`config.mk`:
```
export PLATFORM = sky130hd
export DESIGN_NAME = pswallow_divider
export DESIGN_NICKNAME = d
export VERILOG_FILES = /design/src/rtl/pswallow_pkg.sv /design/src/rtl/pswallow_prescaler.sv /design/src/rtl/pswallow_counter.sv /design/src/rtl/pswallow_divider.sv
export SDC_FILE = /design/constraint.sdc
export NUM_CORES = 1
export LEC_CHECK = 0
export ABC_AREA = 0
export ABC_CLOCK_PERIOD_IN_PS = 5100
export BUFFER_PORTS_ARGS = -buffer_cell sky130_fd_sc_hd__buf_2
export CORE_MARGIN = 1.5
export CORE_UTILIZATION = 30
export DETAILED_ROUTE_END_ITERATION = 12
export PLACE_DENSITY_LB_ADDON = 0.15
export SKIP_LAST_GASP = 1
export SYNTH_ARGS = -nofsm -noshare
export SYNTH_HDL_FRONTEND = slang
export SYNTH_SLANG_ARGS = --single-unit
```
`constraint.sdc`:
```
create_clock -name clk -period 5.1 [get_ports clk]
set_input_delay 0.51 -clock clk [delete_from_list [all_inputs] [get_ports clk]]
set_output_delay 0.51 -clock clk [all_outputs]
set_load 0.02 [all_outputs]
```
`src/rtl/pswallow_pkg.sv`:
```
package pswallow_pkg;
  localparam int DEF_SWALLOW_W = 5;
  localparam int DEF_MAIN_W    = 10;
  localparam int DEF_PRESC_LOG = 5;

  function automatic int ratio_of(int main_cnt, int swallow_cnt, int presc_log);
    return main_cnt * (1 << presc_log) + swallow_cnt;
  endfunction
endpackage

```
`src/rtl/pswallow_prescaler.sv`:
```
module pswallow_prescaler #(
  parameter int PRESC_LOG = pswallow_pkg::DEF_PRESC_LOG
) (
  input  logic clk,
  input  logic rst_n,
  input  logic hold,
  input  logic mod_hi,
  output logic presc_tc
);
  localparam int CW = PRESC_LOG + 1;
  localparam logic [CW-1:0] LAST_LO = CW'((1 << PRESC_LOG) - 1);
  localparam logic [CW-1:0] LAST_HI = CW'(1 << PRESC_LOG);

  logic [CW-1:0] cnt;

  assign presc_tc = !hold && (cnt == (mod_hi ? LAST_HI : LAST_LO));

  always_ff @(posedge clk or negedge rst_n) begin
    if (!rst_n)        cnt <= '0;
    else if (hold)     cnt <= '0;
    else if (presc_tc) cnt <= '0;
    else               cnt <= cnt + 1'b1;
  end

  // the prescaler phase never passes the longer modulus
  p_cnt_range_r1: assert property (@(posedge clk) disable iff (!rst_n)
    cnt <= LAST_HI);

  // the modulus line may only move at a prescaler boundary or across a hold
  p_mod_stable_r1: assert property (@(posedge clk) disable iff (!rst_n)
    (!$past(presc_tc) && !$past(hold)) |-> $stable(mod_hi));
endmodule

```
`src/rtl/pswallow_counter.sv`:
```
module pswallow_counter #(
  parameter int SWALLOW_W = pswallow_pkg::DEF_SWALLOW_W,
  parameter int MAIN_W    = pswallow_pkg::DEF_MAIN_W
) (
  input  logic                 clk,
  input  logic                 rst_n,
  input  logic                 hold_req,
  input  logic [SWALLOW_W-1:0] swallow_in,
  input  logic [MAIN_W-1:0]    main_in,
  input  logic                 presc_tc,
  output logic                 mod_hi,
  output logic                 hold_eff,
  output logic                 pulse
);
  logic                 armed;
  logic [SWALLOW_W-1:0] swallow_set;
  logic [MAIN_W-1:0]    main_set;
  logic [MAIN_W-1:0]    main_idx;
  logic                 last_cycle;
  logic                 period_end;

  assign hold_eff   = hold_req || !armed;
  assign mod_hi     = main_idx < MAIN_W'(swallow_set);
  assign last_cycle = main_idx == (main_set - 1'b1);
  assign period_end = presc_tc && last_cycle && !hold_eff;

  always_ff @(posedge clk or negedge rst_n) begin
    if (!rst_n) begin
      armed       <= 1'b0;
      swallow_set <= '0;
      main_set    <= '0;
      main_idx    <= '0;
      pulse       <= 1'b0;
    end else begin
      armed <= 1'b1;
      pulse <= period_end;
      if (hold_eff || period_end) begin
        swallow_set <= swallow_in;
        main_set    <= main_in;
        main_idx    <= '0;
      end else if (presc_tc) begin
        main_idx <= main_idx + 1'b1;
      end
    end
  end

  // active settings only change at a period end or during a hold
  p_settings_stable_r3: assert property (@(posedge clk) disable iff (!rst_n)
    (!$past(period_end) && !$past(hold_eff)) |-> ($stable(swallow_set) && $stable(main_set)));

  // the cycle index stays inside the captured main count
  p_idx_bound_r3: assert property (@(posedge clk) disable iff (!rst_n)
    (armed && !hold_eff) |-> (main_idx < main_set));

  // a pulse is never followed by another pulse
  p_pulse_single_r2: assert property (@(posedge clk) disable iff (!rst_n)
    pulse |=> !pulse);
endmodule

```
`src/rtl/pswallow_divider.sv`:
```
module pswallow_divider #(
  parameter int SWALLOW_W = pswallow_pkg::DEF_SWALLOW_W,
  parameter int MAIN_W    = pswallow_pkg::DEF_MAIN_W,
  parameter int PRESC_LOG = pswallow_pkg::DEF_PRESC_LOG
) (
  input  logic                 clk,
  input  logic                 rst_n,
  input  logic [SWALLOW_W-1:0] swallow_val,
  input  logic [MAIN_W-1:0]    main_val,
  input  logic                 cnt_hold,
  input  logic                 pwr_down,
  output logic                 div_pulse
);
  logic mod_hi;
  logic hold_eff;
  logic presc_tc;

  pswallow_counter #(
    .SWALLOW_W(SWALLOW_W),
    .MAIN_W   (MAIN_W)
  ) i_counter (
    .clk       (clk),
    .rst_n     (rst_n),
    .hold_req  (cnt_hold || pwr_down),
    .swallow_in(swallow_val),
    .main_in   (main_val),
    .presc_tc  (presc_tc),
    .mod_hi    (mod_hi),
    .hold_eff  (hold_eff),
    .pulse     (div_pulse)
  );

  pswallow_prescaler #(
    .PRESC_LOG(PRESC_LOG)
  ) i_prescaler (
    .clk     (clk),
    .rst_n   (rst_n),
    .hold    (hold_eff),
    .mod_hi  (mod_hi),
    .presc_tc(presc_tc)
  );

  // counter hold silences the output on the following cycle
  p_hold_quiet_r4: assert property (@(posedge clk) disable iff (!rst_n)
    cnt_hold |=> !div_pulse);

  // power-down silences the output on the following cycle
  p_pd_quiet_r5: assert property (@(posedge clk) disable iff (!rst_n)
    pwr_down |=> !div_pulse);
endmodule

```
# Word level (Yosys, flattened, before mapping)
# Cells that the tools add are included.
[totals]
latch_bits = 0
regBits = 33
in_bits = 19
ramBits = 0
wordCells = 26
n_memories = 0
romBits = 0
output_inout_bits = 1
[classes]
n_div = 0
n_lt_le_gt_ge = 1
muxes = 5
n_bitwise = 0
n_addsub = 3
eq_ne = 2
n_shift = 0
n_mul = 0
reduce_logical = 9
[op_table]
columns = ["op", "count"]
rows = [
  ["$mux 10", 2],
  ["$mux 6", 3],
  ["$add 10x1->10 const B", 1],
  ["$eq 10x10->1", 1],
  ["$lt 10x5->1", 1],
  ["$sub 10x1->10 const B", 1],
  ["$add 6x1->6 const B", 1],
  ["$eq 6x6->1", 1],
  ["$logic_and 1x1->1", 3],
  ["$logic_or 1x1->1", 3],
  ["$logic_not 1->1", 2],
  ["$reduce_bool 2->1", 1],
]

# Longest topological paths before layout
[depth]
ltp_word = 8
depth_mapped = 12
mapped_depth_nobuf = 9

# Cells and area by module
# A second synthesis with hierarchy kept.
[unflattened]
hier_cells = 180
hier_area_um2 = 1984.4
[by_module_without_submodules]
columns = ["mod", "seq_area_each_um2", "n_inst", "cells_per_inst", "area_per_inst_um2"]
rows = [
  ["pswallow_counter", 675.6, 1, 150, 1661.6],
  ["pswallow_prescaler", 150.1, 1, 29, 316.6],
  ["pswallow_divider", 0.0, 1, 1, 6.3],
]

# Worst setup path before layout
# OpenSTA, ideal clock, no wires.
[synth_timing]
path_kind = "flip-flop to flip-flop"
from = "reg i_counter.main_set[0]"
to = "reg i_counter.main_set[0]"
arrival_ns = 2.436
path_slack_ns = 2.539
setup_ns = 0.125
synth_period_minus_slack_ns = 2.561
path_stages_with_launch = 13
required_ns = 4.975
n_path_buf = 3
path_cell_list = "dfrtp_1 inv_1 ha_1 clkbuf_1 xor3_1 o32ai_1 a32oi_1 o22ai_2 nand3_2 o21a_1 buf_6 buf_12 mux2_4"
[synth_between]
elab_chain_len = 5
[synth_rtl]
columns = ["item", "line", "source"]
rows = [
  ["start: declaration", "pswallow_counter.sv:17", "logic [MAIN_W-1:0] main_set;"],
  ["start signal: assignment", "pswallow_counter.sv:39", "main_set <= main_in;"],
  ["$sub 10x1->10", "pswallow_counter.sv:24", "assign last_cycle = main_idx == (main_set - 1'b1);"],
  ["$eq 10x10->1", "pswallow_counter.sv:24", ""],
  ["$logic_and 1x1->1 (2 in series)", "pswallow_counter.sv:25", "assign period_end = presc_tc && last_cycle && !hold_eff;"],
  ["$logic_or 1x1->1", "pswallow_counter.sv:37", "if (hold_eff || period_end) begin"],
]
# Every way passes these cells.
# A chain may end at the register's enable or synchronous reset.

# Final worst setup path
[layout_timing]
from = "reg i_counter.main_idx[2]"
to = "reg i_counter.main_set[7]"
[layout_between]
elab_chain_len = 7
word_cells_on_any_way = 8
classes_between = "1 x order compare; 2 x eq/ne; 1 x mux; 4 x reduce/logical"
[layout_rtl]
columns = ["item", "line", "source"]
rows = [
  ["start: declaration", "pswallow_counter.sv:18", "logic [MAIN_W-1:0] main_idx;"],
  ["start signal: assignment", "pswallow_counter.sv:42", "main_idx <= main_idx + 1'b1;"],
  ["$lt 10x5->1", "pswallow_counter.sv:23", "assign mod_hi = main_idx < MAIN_W'(swallow_set);"],
  ["$mux 6", "pswallow_prescaler.sv:16", "assign presc_tc = !hold && (cnt == (mod_hi ? LAST_HI : LAST_LO));"],
  ["$eq 6x6->1", "pswallow_prescaler.sv:16", ""],
  ["$logic_and 1x1->1", "pswallow_prescaler.sv:16", ""],
  ["$logic_and 1x1->1 * (2 in series)", "pswallow_counter.sv:25", ""],
  ["$logic_or 1x1->1 *", "pswallow_counter.sv:37", ""],
]
# Mark *: on every way between the ends. The rest lies on a longest branch, timed or not.

==> flow_summary.toml <==
[critical_path]
critPathLaunchType = "flop"
crit_path_max_fanout = 18
crit_top_cell = "mux2_2"
cp_data_required_time_ps = 5270
slowest_delay_ps = 750
critical_path_buf_inv_count = 0
r2r-end = "i_counter.main_set[7]$_DFFE_PN0P_"
critPathArrivalTime_ps = 3300
ff2ff_path_depth = 7
crit_start = "i_counter.main_idx[2]$_DFFE_PN0P_"
crit_slowest_cell = "o21a_1"
worstPathCellList = "ha_1, a21oi_1, o21ai_0, a41oi_1, mux2_2, o21a_1, mux2_2"
crit_type = "flop to flop"
rr_startpoint = "i_counter.main_idx[2]$_DFFE_PN0P_"
crit_family = "compound AO/OA/AOI/OAI gates"
r2r_slack_ps = 1970
worst_setup_path_end_kind = "flop"

[timing]
setup_tns_ps = 0
maxSlewHeadroom_pct = 41.1
rsz0062_at_grt = "no"
finalHoldViolCount = 0
hold_ws_ps = 288
setup_viol = 0
tightest_slew_ps = 883
final_max_slew_viol_count = 0
fin_ws_ps = 1970
fmax_ghz = 0.320
fin_crit_ps = 3130
post-route-period-util_pct = 61.3
skew_ps = 5.95

[routing]
final_antenna_net_count = 0
num_vias = 1478
finalWirelength_mm = 4.06
drcViolationCount = 0
viasPerCell = 4.99
dr.pass1.iters = 4
wl_per_cell_microns = 13.7
dr.first_iter.drc_count = 150

[worst_hold_path]
min_path_type = "primary input to asynchronous set/reset pin"

[die]
initial_core_util_pct = 31.2
ioPinCount = 20
die_x_microns = 84.8
die-area_sq_um = 7190
die_h_microns = 84.8
fp-row-count = 29
coreArea_sq_um = 6420

[yosys]
yosysWarnings = 0
synth-seq-area-share_pct = 41.2
yosysUniqueCellTypes = 46
ys.flop_type = "dfrtp_1"
yosysTopAreaCell = "dfrtp_1"
syn_inst = 201
synth-seq-cells = 33
async_flop_share_pct = 100
postSynthAreaPerCell_sq_um = 9.98
synth_top_area_share_pct = 41.2
synthTopCellsByArea = "dfrtp_1, mux2_4, mux2_2"
synth_edf_count = 0
synth_area_sq_um = 2010
synth_fp_nets = 227

[layout]
most-common-layout-cells = "dfrtp_1, buf_2, nand2_1, nor2_1, o21ai_0"
syn_to_final_growth_pct = 11.7
num-fill-cells = 632
drive_above_1_share_pct = 23.3
antenna_cells = 0
num-nets-final = 244
mostFrequentLayoutCell = "dfrtp_1"
stdcell_count = 296

[placement]
hpwl_mm = 2.99
dp.cells = 288
port_buffers = 19
gp_congestion = 0.755
dp_slack_ps = 1910

[cts]
clock_latency_ps = 280
cts_tree = "built"
cts_buffers = 5
cts-root-buf = "clkbuf_8"
cts_buffer_depth = 2
ctsResizeCount = 0
clk_pin_slew_ps = 70
post-cts-setup-buffers = 0
ctsHoldBuffers = 0
cts.sinks = 33
htreeDepth = 2

[grt]
grt_start_max_net_pins = 34
grt_pass1_vias = 1470
antenna_found_initial = 0
grt_usage_pct = 12.9
grt_pass1_wl_mm = 7.29
grt_overflow = 0

[pwr]
power_leakage_nw = 0.978
peakVddDrop_v = 0.000140
p_per_area_nw_per_um2 = 249
p_total_mw = 0.557

[flow_run]
maxCapViolCount = 0

[run_status]
status = "complete, no violations"
[kinds of logic (layout without fill, tap and decap cells)]
family                   Yosys count  after routing  synth area share, %
adder cells (fa/ha/maj)            7              7                 4.37
XOR/XNOR                          19             19                 9.05
flip-flops                        33             33                 41.2
multiplexers                      17             17                 10.8
AO/OA/AOI/OAI                     34             34                 10.5
buffers and inverters             20             38                 4.99
AND/OR/NAND/NOR                   70             70                 18.9
other                              1              1                0.187
[registers in the layout, summed over array words and instances, names as in the netlist]
| name | cells |
|---|---|
| i_counter.pulse | 1 |
| i_counter.main_idx | 10 |
| i_counter.swallow_set | 5 |
| i_prescaler.cnt | 6 |
| i_counter.armed | 1 |
| i_counter.main_set | 10 |
[report_power, final]
part           internal [mW]  leakage (nW)  switching, mW
combinational         0.0293         0.500         0.0287
clock                  0.122        0.0542         0.0944
sequential             0.271         0.424         0.0113
total                  0.422         0.978          0.134
[how the worst max path moves through the flow]
stage	endpoint	depth (start not counted)	slack, ps
after global routing	i_counter.main_set[9]$_DFFE_PN0P_	7	1740
after global placement	i_counter.main_set[8]$_DFFE_PN0P_	7	1890
after floorplan	i_counter.main_set[0]$_DFFE_PN0P_	12	2540
after detailed placement	i_counter.main_set[7]$_DFFE_PN0P_	7	1910
final	i_counter.main_set[7]$_DFFE_PN0P_	7	1970
after CTS	i_counter.main_set[7]$_DFFE_PN0P_	7	1890
[synthesized netlist by cell type, drive strengths merged (2+ instances only)]
cell,n
ha,7
xor2,7
nand3,12
and2,4
a21oi,7
and3,5
clkbuf,6
nand3b,2
nor2,13
buf,3
a31oi,5
nor4,3
nor3,10
o22ai,2
xnor2,11
dfrtp,33
nand2,14
mux2,16
o21ai,12
inv,11
[worst register-to-register path, stage by stage, from the launching register on]
cell and delay, ps:
dfrtp_1 500, ha_1 360, a21oi_1 130, o21ai_0 100, a41oi_1 380, mux2_2 370, o21a_1 750, mux2_2 420
[routing by layer]
metal	vias to the layer above	wire length, microns	GRT usage [%]
met3	6	141	2.06
met5	-	0	0
met4	0	84	5.51
met1	705	2010	17.8
li1	738	-	-
met2	29	1820	20.1
[per-stage QoR]
step / cell area, sq um / util [%]
2_1_floorplan: 2010 / -
3_3_place_gp: 2140 / 33.3
3_5_place_dp: 2140 / 33.3
4_1_cts: 2240 / 34.9
5_1_grt: 2240 / 34.9
6_report: 2240 / 34.9
[cell type report]
cell class	instances	area [sq um]	area share, %
Multi-Input combinational cell	148	1080	48.2
Sequential cell	33	826	36.9
Clock buffer	7	96.3	4.30
Tap cell	77	96.3	4.30
Timing Repair Buffer	19	95.1	4.25
Inverter	11	41.3	1.84
Clock inverter	1	5.00	0.223
No activity file was read; power rests on OpenSTA's default activity.
